===== src/rtl/phy_stat_pkg.sv =====
package phy_stat_pkg;

    localparam int ADDR_W    = 4;
    localparam int DATA_W    = 8;
    localparam int PAGE_W    = 3;
    localparam int PSEL_W    = 4;
    localparam int NUM_FLAGS = 4;

    localparam int FLG_LOOP = 0;
    localparam int FLG_PWR  = 1;
    localparam int FLG_STO  = 2;
    localparam int FLG_PEV  = 3;

    localparam logic [ADDR_W-1:0] ADR_CTRL  = 4'h0;
    localparam logic [ADDR_W-1:0] ADR_FLAGS = 4'h1;
    localparam logic [ADDR_W-1:0] ADR_SEL   = 4'h2;

    typedef struct packed {
        logic multi_en;
        logic accel_en;
        logic wd_en;
        logic short_rst;
    } ctrl_t;

    typedef struct packed {
        logic [PSEL_W-1:0] port_sel;
        logic              rsvd;
        logic [PAGE_W-1:0] page_sel;
    } sel_t;

    function automatic logic [DATA_W-1:0] pack_ctrl(input ctrl_t c);
        return {{(DATA_W-4){1'b0}}, c};
    endfunction

    function automatic logic [DATA_W-1:0] pack_flags(input logic [NUM_FLAGS-1:0] f);
        return {{(DATA_W-NUM_FLAGS){1'b0}}, f};
    endfunction

    function automatic sel_t unpack_sel(input logic [DATA_W-1:0] d);
        sel_t s;
        s          = sel_t'(d);
        s.rsvd     = 1'b0;
        return s;
    endfunction

endpackage


===== src/rtl/phy_pwr_fall.sv =====
module phy_pwr_fall (
    input  logic clk,
    input  logic rst,
    input  logic sense,
    output logic fall
);
    logic sense_q;

    // The registered copy follows the input even during reset, so a level
    // that is already low when reset is released produces no edge.
    always_ff @(posedge clk) begin
        sense_q <= sense;
    end

    assign fall = sense_q & ~sense & ~rst;
endmodule


===== src/rtl/phy_port_watch.sv =====
module phy_port_watch #(
    parameter int NP = 3
) (
    input  logic          clk,
    input  logic          rst,
    input  logic [NP-1:0] conn,
    input  logic [NP-1:0] bias,
    input  logic [NP-1:0] dis,
    input  logic [NP-1:0] fault,
    input  logic [NP-1:0] resume,
    input  logic [NP-1:0] int_en,
    input  logic [NP-1:0] bias_rpt_en,
    input  logic          wd_en,
    output logic          hit
);
    logic [NP-1:0] conn_q, bias_q, dis_q, fault_q;
    logic [NP-1:0] chg;

    always_ff @(posedge clk) begin
        conn_q  <= conn;
        bias_q  <= bias;
        dis_q   <= dis;
        fault_q <= fault;
    end

    for (genvar i = 0; i < NP; i++) begin : g_port
        logic base_chg;
        logic bias_chg;
        assign base_chg = (conn[i] ^ conn_q[i]) | (dis[i] ^ dis_q[i]) |
                          (fault[i] ^ fault_q[i]);
        assign bias_chg = bias_rpt_en[i] & (bias[i] ^ bias_q[i]);
        assign chg[i]   = int_en[i] & (base_chg | bias_chg);
    end

    assign hit = ~rst & ((|chg) | (wd_en & (|resume)));
endmodule


===== src/rtl/phy_sticky_flags.sv =====
module phy_sticky_flags #(
    parameter int NF = 4
) (
    input  logic          clk,
    input  logic          rst,
    input  logic [NF-1:0] set,
    input  logic [NF-1:0] clr,
    output logic [NF-1:0] q
);
    for (genvar k = 0; k < NF; k++) begin : g_flag
        always_ff @(posedge clk) begin
            if (rst)
                q[k] <= 1'b0;
            else if (set[k])
                q[k] <= 1'b1;
            else if (clr[k])
                q[k] <= 1'b0;
        end
    end
endmodule


===== src/rtl/phy_ctrl_regs.sv =====
module phy_ctrl_regs
    import phy_stat_pkg::*;
(
    input  logic              clk,
    input  logic              rst,
    input  logic              bus_reset,
    input  logic              wr_ctrl,
    input  logic              wr_sel,
    input  logic [DATA_W-1:0] wdata,
    output ctrl_t             ctrl,
    output sel_t              sel
);
    ctrl_t wr_val;
    assign wr_val = ctrl_t'(wdata[3:0]);

    always_ff @(posedge clk) begin
        if (rst) begin
            ctrl <= '0;
        end else begin
            if (wr_ctrl) begin
                ctrl.multi_en <= wr_val.multi_en;
                ctrl.accel_en <= wr_val.accel_en;
                ctrl.wd_en    <= wr_val.wd_en;
            end
            if (bus_reset)
                ctrl.short_rst <= 1'b0;
            else if (wr_ctrl)
                ctrl.short_rst <= wr_val.short_rst;
        end
    end

    always_ff @(posedge clk) begin
        if (rst)
            sel <= '0;
        else if (wr_sel)
            sel <= unpack_sel(wdata);
    end
endmodule


===== src/rtl/phy_stat_bank.sv =====
module phy_stat_bank
    import phy_stat_pkg::*;
#(
    parameter int NP = 3
) (
    input  logic              clk,
    input  logic              rst,
    input  logic              bus_reset,
    input  logic              reg_wr,
    input  logic              reg_rd,
    input  logic [3:0]        reg_addr,
    input  logic [7:0]        reg_wdata,
    output logic [7:0]        reg_rdata,
    input  logic              tree_id_timeout,
    input  logic              cable_pwr_sense,
    input  logic              state_timeout,
    input  logic [NP-1:0]     port_connected,
    input  logic [NP-1:0]     port_bias,
    input  logic [NP-1:0]     port_disabled,
    input  logic [NP-1:0]     port_fault,
    input  logic [NP-1:0]     port_resume,
    input  logic [NP-1:0]     port_int_en,
    input  logic [NP-1:0]     port_bias_rpt_en,
    input  logic              link_active,
    output logic [3:0]        evt_flags,
    output logic              short_reset_req,
    output logic              accel_en,
    output logic              multi_en,
    output logic [2:0]        page_sel,
    output logic [3:0]        port_sel,
    output logic              link_wake_req
);
    ctrl_t                 ctrl;
    sel_t                  sel;
    logic                  wd_en;
    logic                  pwr_fall;
    logic                  port_hit;
    logic [NUM_FLAGS-1:0]  flag_set;
    logic [NUM_FLAGS-1:0]  flag_clr;
    logic [NUM_FLAGS-1:0]  flags;
    logic                  wr_ctrl, wr_sel, wr_flags;

    assign wr_ctrl  = reg_wr && (reg_addr == ADR_CTRL);
    assign wr_sel   = reg_wr && (reg_addr == ADR_SEL);
    assign wr_flags = reg_wr && (reg_addr == ADR_FLAGS);

    phy_ctrl_regs u_ctrl (
        .clk       (clk),
        .rst       (rst),
        .bus_reset (bus_reset),
        .wr_ctrl   (wr_ctrl),
        .wr_sel    (wr_sel),
        .wdata     (reg_wdata),
        .ctrl      (ctrl),
        .sel       (sel)
    );

    assign wd_en = ctrl.wd_en;

    phy_pwr_fall u_pwr (
        .clk   (clk),
        .rst   (rst),
        .sense (cable_pwr_sense),
        .fall  (pwr_fall)
    );

    phy_port_watch #(.NP(NP)) u_ports (
        .clk         (clk),
        .rst         (rst),
        .conn        (port_connected),
        .bias        (port_bias),
        .dis         (port_disabled),
        .fault       (port_fault),
        .resume      (port_resume),
        .int_en      (port_int_en),
        .bias_rpt_en (port_bias_rpt_en),
        .wd_en       (wd_en),
        .hit         (port_hit)
    );

    always_comb begin
        flag_set           = '0;
        flag_set[FLG_LOOP] = tree_id_timeout;
        flag_set[FLG_PWR]  = pwr_fall;
        flag_set[FLG_STO]  = state_timeout;
        flag_set[FLG_PEV]  = port_hit;
        flag_clr           = wr_flags ? reg_wdata[NUM_FLAGS-1:0] : '0;
    end

    phy_sticky_flags #(.NF(NUM_FLAGS)) u_flags (
        .clk (clk),
        .rst (rst),
        .set (flag_set),
        .clr (flag_clr),
        .q   (flags)
    );

    // Registered read port, zero when idle or for an unmapped address.
    always_ff @(posedge clk) begin
        if (rst || !reg_rd) begin
            reg_rdata <= '0;
        end else begin
            unique case (reg_addr)
                ADR_CTRL:  reg_rdata <= pack_ctrl(ctrl);
                ADR_FLAGS: reg_rdata <= pack_flags(flags);
                ADR_SEL:   reg_rdata <= sel;
                default:   reg_rdata <= '0;
            endcase
        end
    end

    always_ff @(posedge clk) begin
        if (rst)
            link_wake_req <= 1'b0;
        else
            link_wake_req <= flags[FLG_LOOP] & wd_en & ~link_active;
    end

    assign evt_flags       = flags;
    assign short_reset_req = ctrl.short_rst;
    assign accel_en        = ctrl.accel_en;
    assign multi_en        = ctrl.multi_en;
    assign page_sel        = sel.page_sel;
    assign port_sel        = sel.port_sel;
endmodule


===== config.mk =====
export PLATFORM = sky130hd
export DESIGN_NAME = phy_stat_bank
export DESIGN_NICKNAME = d
export VERILOG_FILES = /design/src/rtl/phy_stat_pkg.sv /design/src/rtl/phy_pwr_fall.sv /design/src/rtl/phy_port_watch.sv /design/src/rtl/phy_sticky_flags.sv /design/src/rtl/phy_ctrl_regs.sv /design/src/rtl/phy_stat_bank.sv
export SDC_FILE = /design/constraint.sdc
export NUM_CORES = 1
export LEC_CHECK = 0
export BUFFER_PORTS_ARGS = -buffer_cell sky130_fd_sc_hd__buf_2
export CAP_MARGIN = 25
export CORE_UTILIZATION = 50
export CTS_BUF_LIST = sky130_fd_sc_hd__clkbuf_2 sky130_fd_sc_hd__clkbuf_4 sky130_fd_sc_hd__clkbuf_8
export DETAILED_ROUTE_END_ITERATION = 7
export GPL_TIMING_DRIVEN = 0
export PLACE_DENSITY_LB_ADDON = 0.08
export SLEW_MARGIN = 10
export SYNTH_ARGS = -nofsm -noshare
export SYNTH_HDL_FRONTEND = slang
export SYNTH_SLANG_ARGS = --single-unit

===== constraint.sdc =====
create_clock -name clk -period 2.45 [get_ports clk]
set_input_delay 0.3675 -clock clk [delete_from_list [all_inputs] [get_ports clk]]
set_output_delay 0.3675 -clock clk [all_outputs]
set_load 0.005 [all_outputs]

==> impl_metrics.csv <==
group,metric,value,unit
synthesis,async_flop_share,0,
power_and_ir_drop,p_int,0.0008221,W
synthesis,ys_types,27,
sta,period_share,0.5540,
drt,drc,0,
critical_path,reg2regPathDepth,4,
drt,drt-initial-drc-count,7,
clock_network,clock_sink_count,37,
placement,io_buffers,63,
floorplan,num_rows,18,
clock_network,clk_pin_slew,0.10,ns
power_and_ir_drop,power_leakage,0.8696,nW
clock_network,cts_resized,0,
sta,fmax,736.8,MHz
sta,setup_tns,0,ns
power_and_ir_drop,peakVddDrop,0.5134,mV
drt,viasPerCell,4.996,
global_route,grt_max_degree,11,
critical_path,reg2reg_slack,1.25,ns
drt,drtAntennaViolNets,0,
critical_path,critPathKind,"primary input to register",
final_layout,n_fill_cell,200,
drt,drt-total-wl,2.650,mm
power_and_ir_drop,power_switching_share,0.2240,
clock_network,numCtsBuffers,5,
drt,num_vias,1134,
floorplan,start_util,0.5325,
sta,setup_viol,0,
final_layout,num-nets-final,238,
clock_network,post_cts_buffers,0,
hold_path,hp-start,"port_connected[1]",
power_and_ir_drop,p_comb_frac,0.098,
global_route,antenna_found_initial,0,
clock_network,clock_path_buffers,2,
final_layout,multi_input_area,570.5,sq um
hold_path,holdCritPathClass,"primary input to register",
drt,dr.pass1.iters,5,
final_layout,antennaDiodeCount,0,
drt,wl_per_cell,11.67,microns
final_layout,area_delta_synth_final,31.01,%
synthesis,ys_ff_latch,37,
final_layout,register_area,740.7,sq um
synthesis,yosys_warnings,0,
sta,fin_skew,0.005530,ns
synthesis,synth_nets,168,
power_and_ir_drop,p_per_area,607.4,nW/um^2
sta,rsz0062_at_grt,"false",
run_status,status,"finished, final reports clean",
clock_network,cts_tree,"done",
synthesis,synth.area.top_cells,"dfxtp_1 (56%), mux2i_1 (9.8%), xor2_1 (7.9%)",
global_route,grt_pass1_wl,4.181,mm
synthesis,synth_top_area_frac,0.5564,
critical_path,crit-reg2reg-capture,"u_flags.q[3]$_SDFFE_PP0P_",
clock_network,cts_hold_buffers,0,
power_and_ir_drop,pwr-share-clk,0.307,
sta,min_period,1.357,ns
sta,worst_pin_slew,0.6007,ns
global_route,grt_pass1_vias,1017,
floorplan,dieWidth,53.60,microns
placement,place_congestion,0.8043,
critical_path,critPathCaptureType,"register",
critical_path,cp_max_fo,7,
synthesis,synth_ff_type,"dfxtp_1",
power_and_ir_drop,p_sw,0.0002373,W
floorplan,io-pin-count,65,
synthesis,yosysTopAreaCell,"dfxtp_1",
synthesis,ys_seq_area_frac,0.5564,
final_layout,drive_above_1_share,0.3858,
sta,relSlewSlack,0.5939,
floorplan,core,2500,sq um
job,maxCapViolations,0,
clock_network,cts_root_buf,"clkbuf_4",
synthesis,avgSynthCellArea,10.57,sq um
clock_network,h-tree-depth,2,
hold_path,holdPathStages,1,
power_and_ir_drop,seqPwrFrac,0.595,
final_layout,final_util,0.6977,
synthesis,synth_enable_flop_cells,0,
critical_path,critPathArrivalTime,1.56,ns
critical_path,reg2reg_from,"u_ports.bias_q[1]$_DFF_P_",
sta,slew_viol_final,0,
floorplan,die_area,2873,sq um
critical_path,worstPathRequired,2.66,ns
clock_network,clk_latency,0.33,ns
synthesis,synth_area,1331,sq um
global_route,overflow,0,
synthesis,syn_inst,126,
global_route,grt.total_usage,0.2114,
placement,hpwlAfterDp,2.083,mm
critical_path,start_kind,"primary input",
hold_path,min_to,"u_ports.conn_q[1]$_DFF_P_",
floorplan,dieHeight,53.60,microns
sta,hold_viol,0,
-- synthesized netlist by cell type (2+ instances only) --
cell type and count:
nor3_1 2, xor2_1 12, nand2_1 4, a21oi_1 8, nor2_1 18, dfxtp_1 37, mux2i_1 13, nand3_1 5
o21ai_0 5, nor2b_1 2, and2_1 4
-- power groups by stage --
stage | Clock [W] | Combinational (W) | Sequential, W
after floorplan | 0 | 0.0000470 | 0.000643
after global placement | 0 | 0.000102 | 0.000643
after detailed placement | 0 | 0.000104 | 0.000644
after CTS | 0.000334 | 0.000105 | 0.000630
after global routing | 0.000362 | 0.000117 | 0.000632
final | 0.000325 | 0.000104 | 0.000630
-- registers in the layout (all words and copies together), names as in the netlist --
| signal | cells |
|---|---|
| reg_rdata | 8 |
| u_ports.fault_q | 3 |
| u_pwr.sense_q | 1 |
| u_ctrl.sel | 7 |
| u_ports.conn_q | 3 |
| link_wake_req | 1 |
| u_ports.dis_q | 3 |
| u_ctrl.ctrl | 4 |
| u_flags.q | 4 |
| u_ports.bias_q | 3 |
-- metrics by stage --
| step | hold WS (ns) | cells | total power (W) | cell area, sq um | setup WS [ns] |
|---|---|---|---|---|---|
| 5_1_grt | 0.1265 | 227 | 0.001111 | 1744 | 1.072 |
| 3_5_place_dp | 0.4736 | 219 | 0.0007480 | 1684 | 0.7572 |
| 4_1_cts | 0.1360 | 227 | 0.001069 | 1744 | 1.103 |
| 6_report | 0.1491 | 227 | 0.001059 | 1744 | 1.093 |
| 3_3_place_gp | 0.4575 | 219 | 0.0007447 | 1684 | 0.7565 |
| 2_1_floorplan | 0.3952 | 126 | 0.0006899 | 1331 | 1.001 |
-- per-layer routing --
layer  vias up  global-route usage  wire, microns
li1        574                   -              -
met1       502              0.2230           1143
met3         7             0.06497            185
met5         -                   0              0
met4         0              0.1272             59
met2        51              0.3667           1261
-- layout make-up --
type	instances	area share
Clock buffer	8	0.03443
Buffer	3	0.01148
Sequential cell	37	0.4247
Timing Repair Buffer	63	0.1808
Multi-Input combinational cell	86	0.3271
Tap cell	30	0.02152
-- worst max-delay path by stage --
stage,from,to,slack [ns],cells after the start
floorplan,reg_addr[1],u_flags.q[3]$_SDFFE_PP0P_,1.00,4
global placement,reg_addr[1],u_flags.q[3]$_SDFFE_PP0P_,0.76,5
detailed placement,reg_addr[1],u_flags.q[3]$_SDFFE_PP0P_,0.76,5
CTS,reg_addr[1],u_flags.q[3]$_SDFFE_PP0P_,1.10,5
global route,reg_addr[1],u_flags.q[3]$_SDFFE_PP0P_,1.07,5
finish,reg_addr[1],u_flags.q[3]$_SDFFE_PP0P_,1.09,5
-- cell families (layout without fill, tap and decap cells) --
kind of cell	Yosys count	in the layout	synth area share
and+or+nand+nor	42	42	0.1673
DFF	37	37	0.5564
AOI/OAI and AO/OA	19	19	0.08459
muxes	13	13	0.09774
xor gates and xnor gates	12	12	0.07895
buffers and inverters	3	74	0.01503
-- cell usage in the layout (no fill, tap or decap) --
cell	synthesis	routed
mux2i_1	13	13
nor3_1	2	2
xor2_1	12	12
o31a_1	1	1
clkbuf_1	1	1
and4_1	1	1
o21ai_0	5	5
nand3_1	5	5
a41oi_1	1	1
nand3b_1	1	1
clkbuf_4	0	8
a32o_1	1	1
or4b_4	1	1
a31oi_1	1	1
nor3_2	1	1
nor2b_1	2	2
a221oi_1	1	1
nor4b_1	1	1
o21ai_1	1	1
nand2_1	4	4
nor2_4	1	1
buf_6	1	1
and2_1	4	4
and2b_1	1	1
buf_2	1	64
a21oi_1	8	8
dfxtp_1	37	37
nor2_1	18	18
-- critical path: stages --
cell and delay (ns):
buf_2 0.14, or4b_4 0.58, o21ai_1 0.16, and4_1 0.19, a41oi_1 0.12
Power figures use the tool's default switching activity.
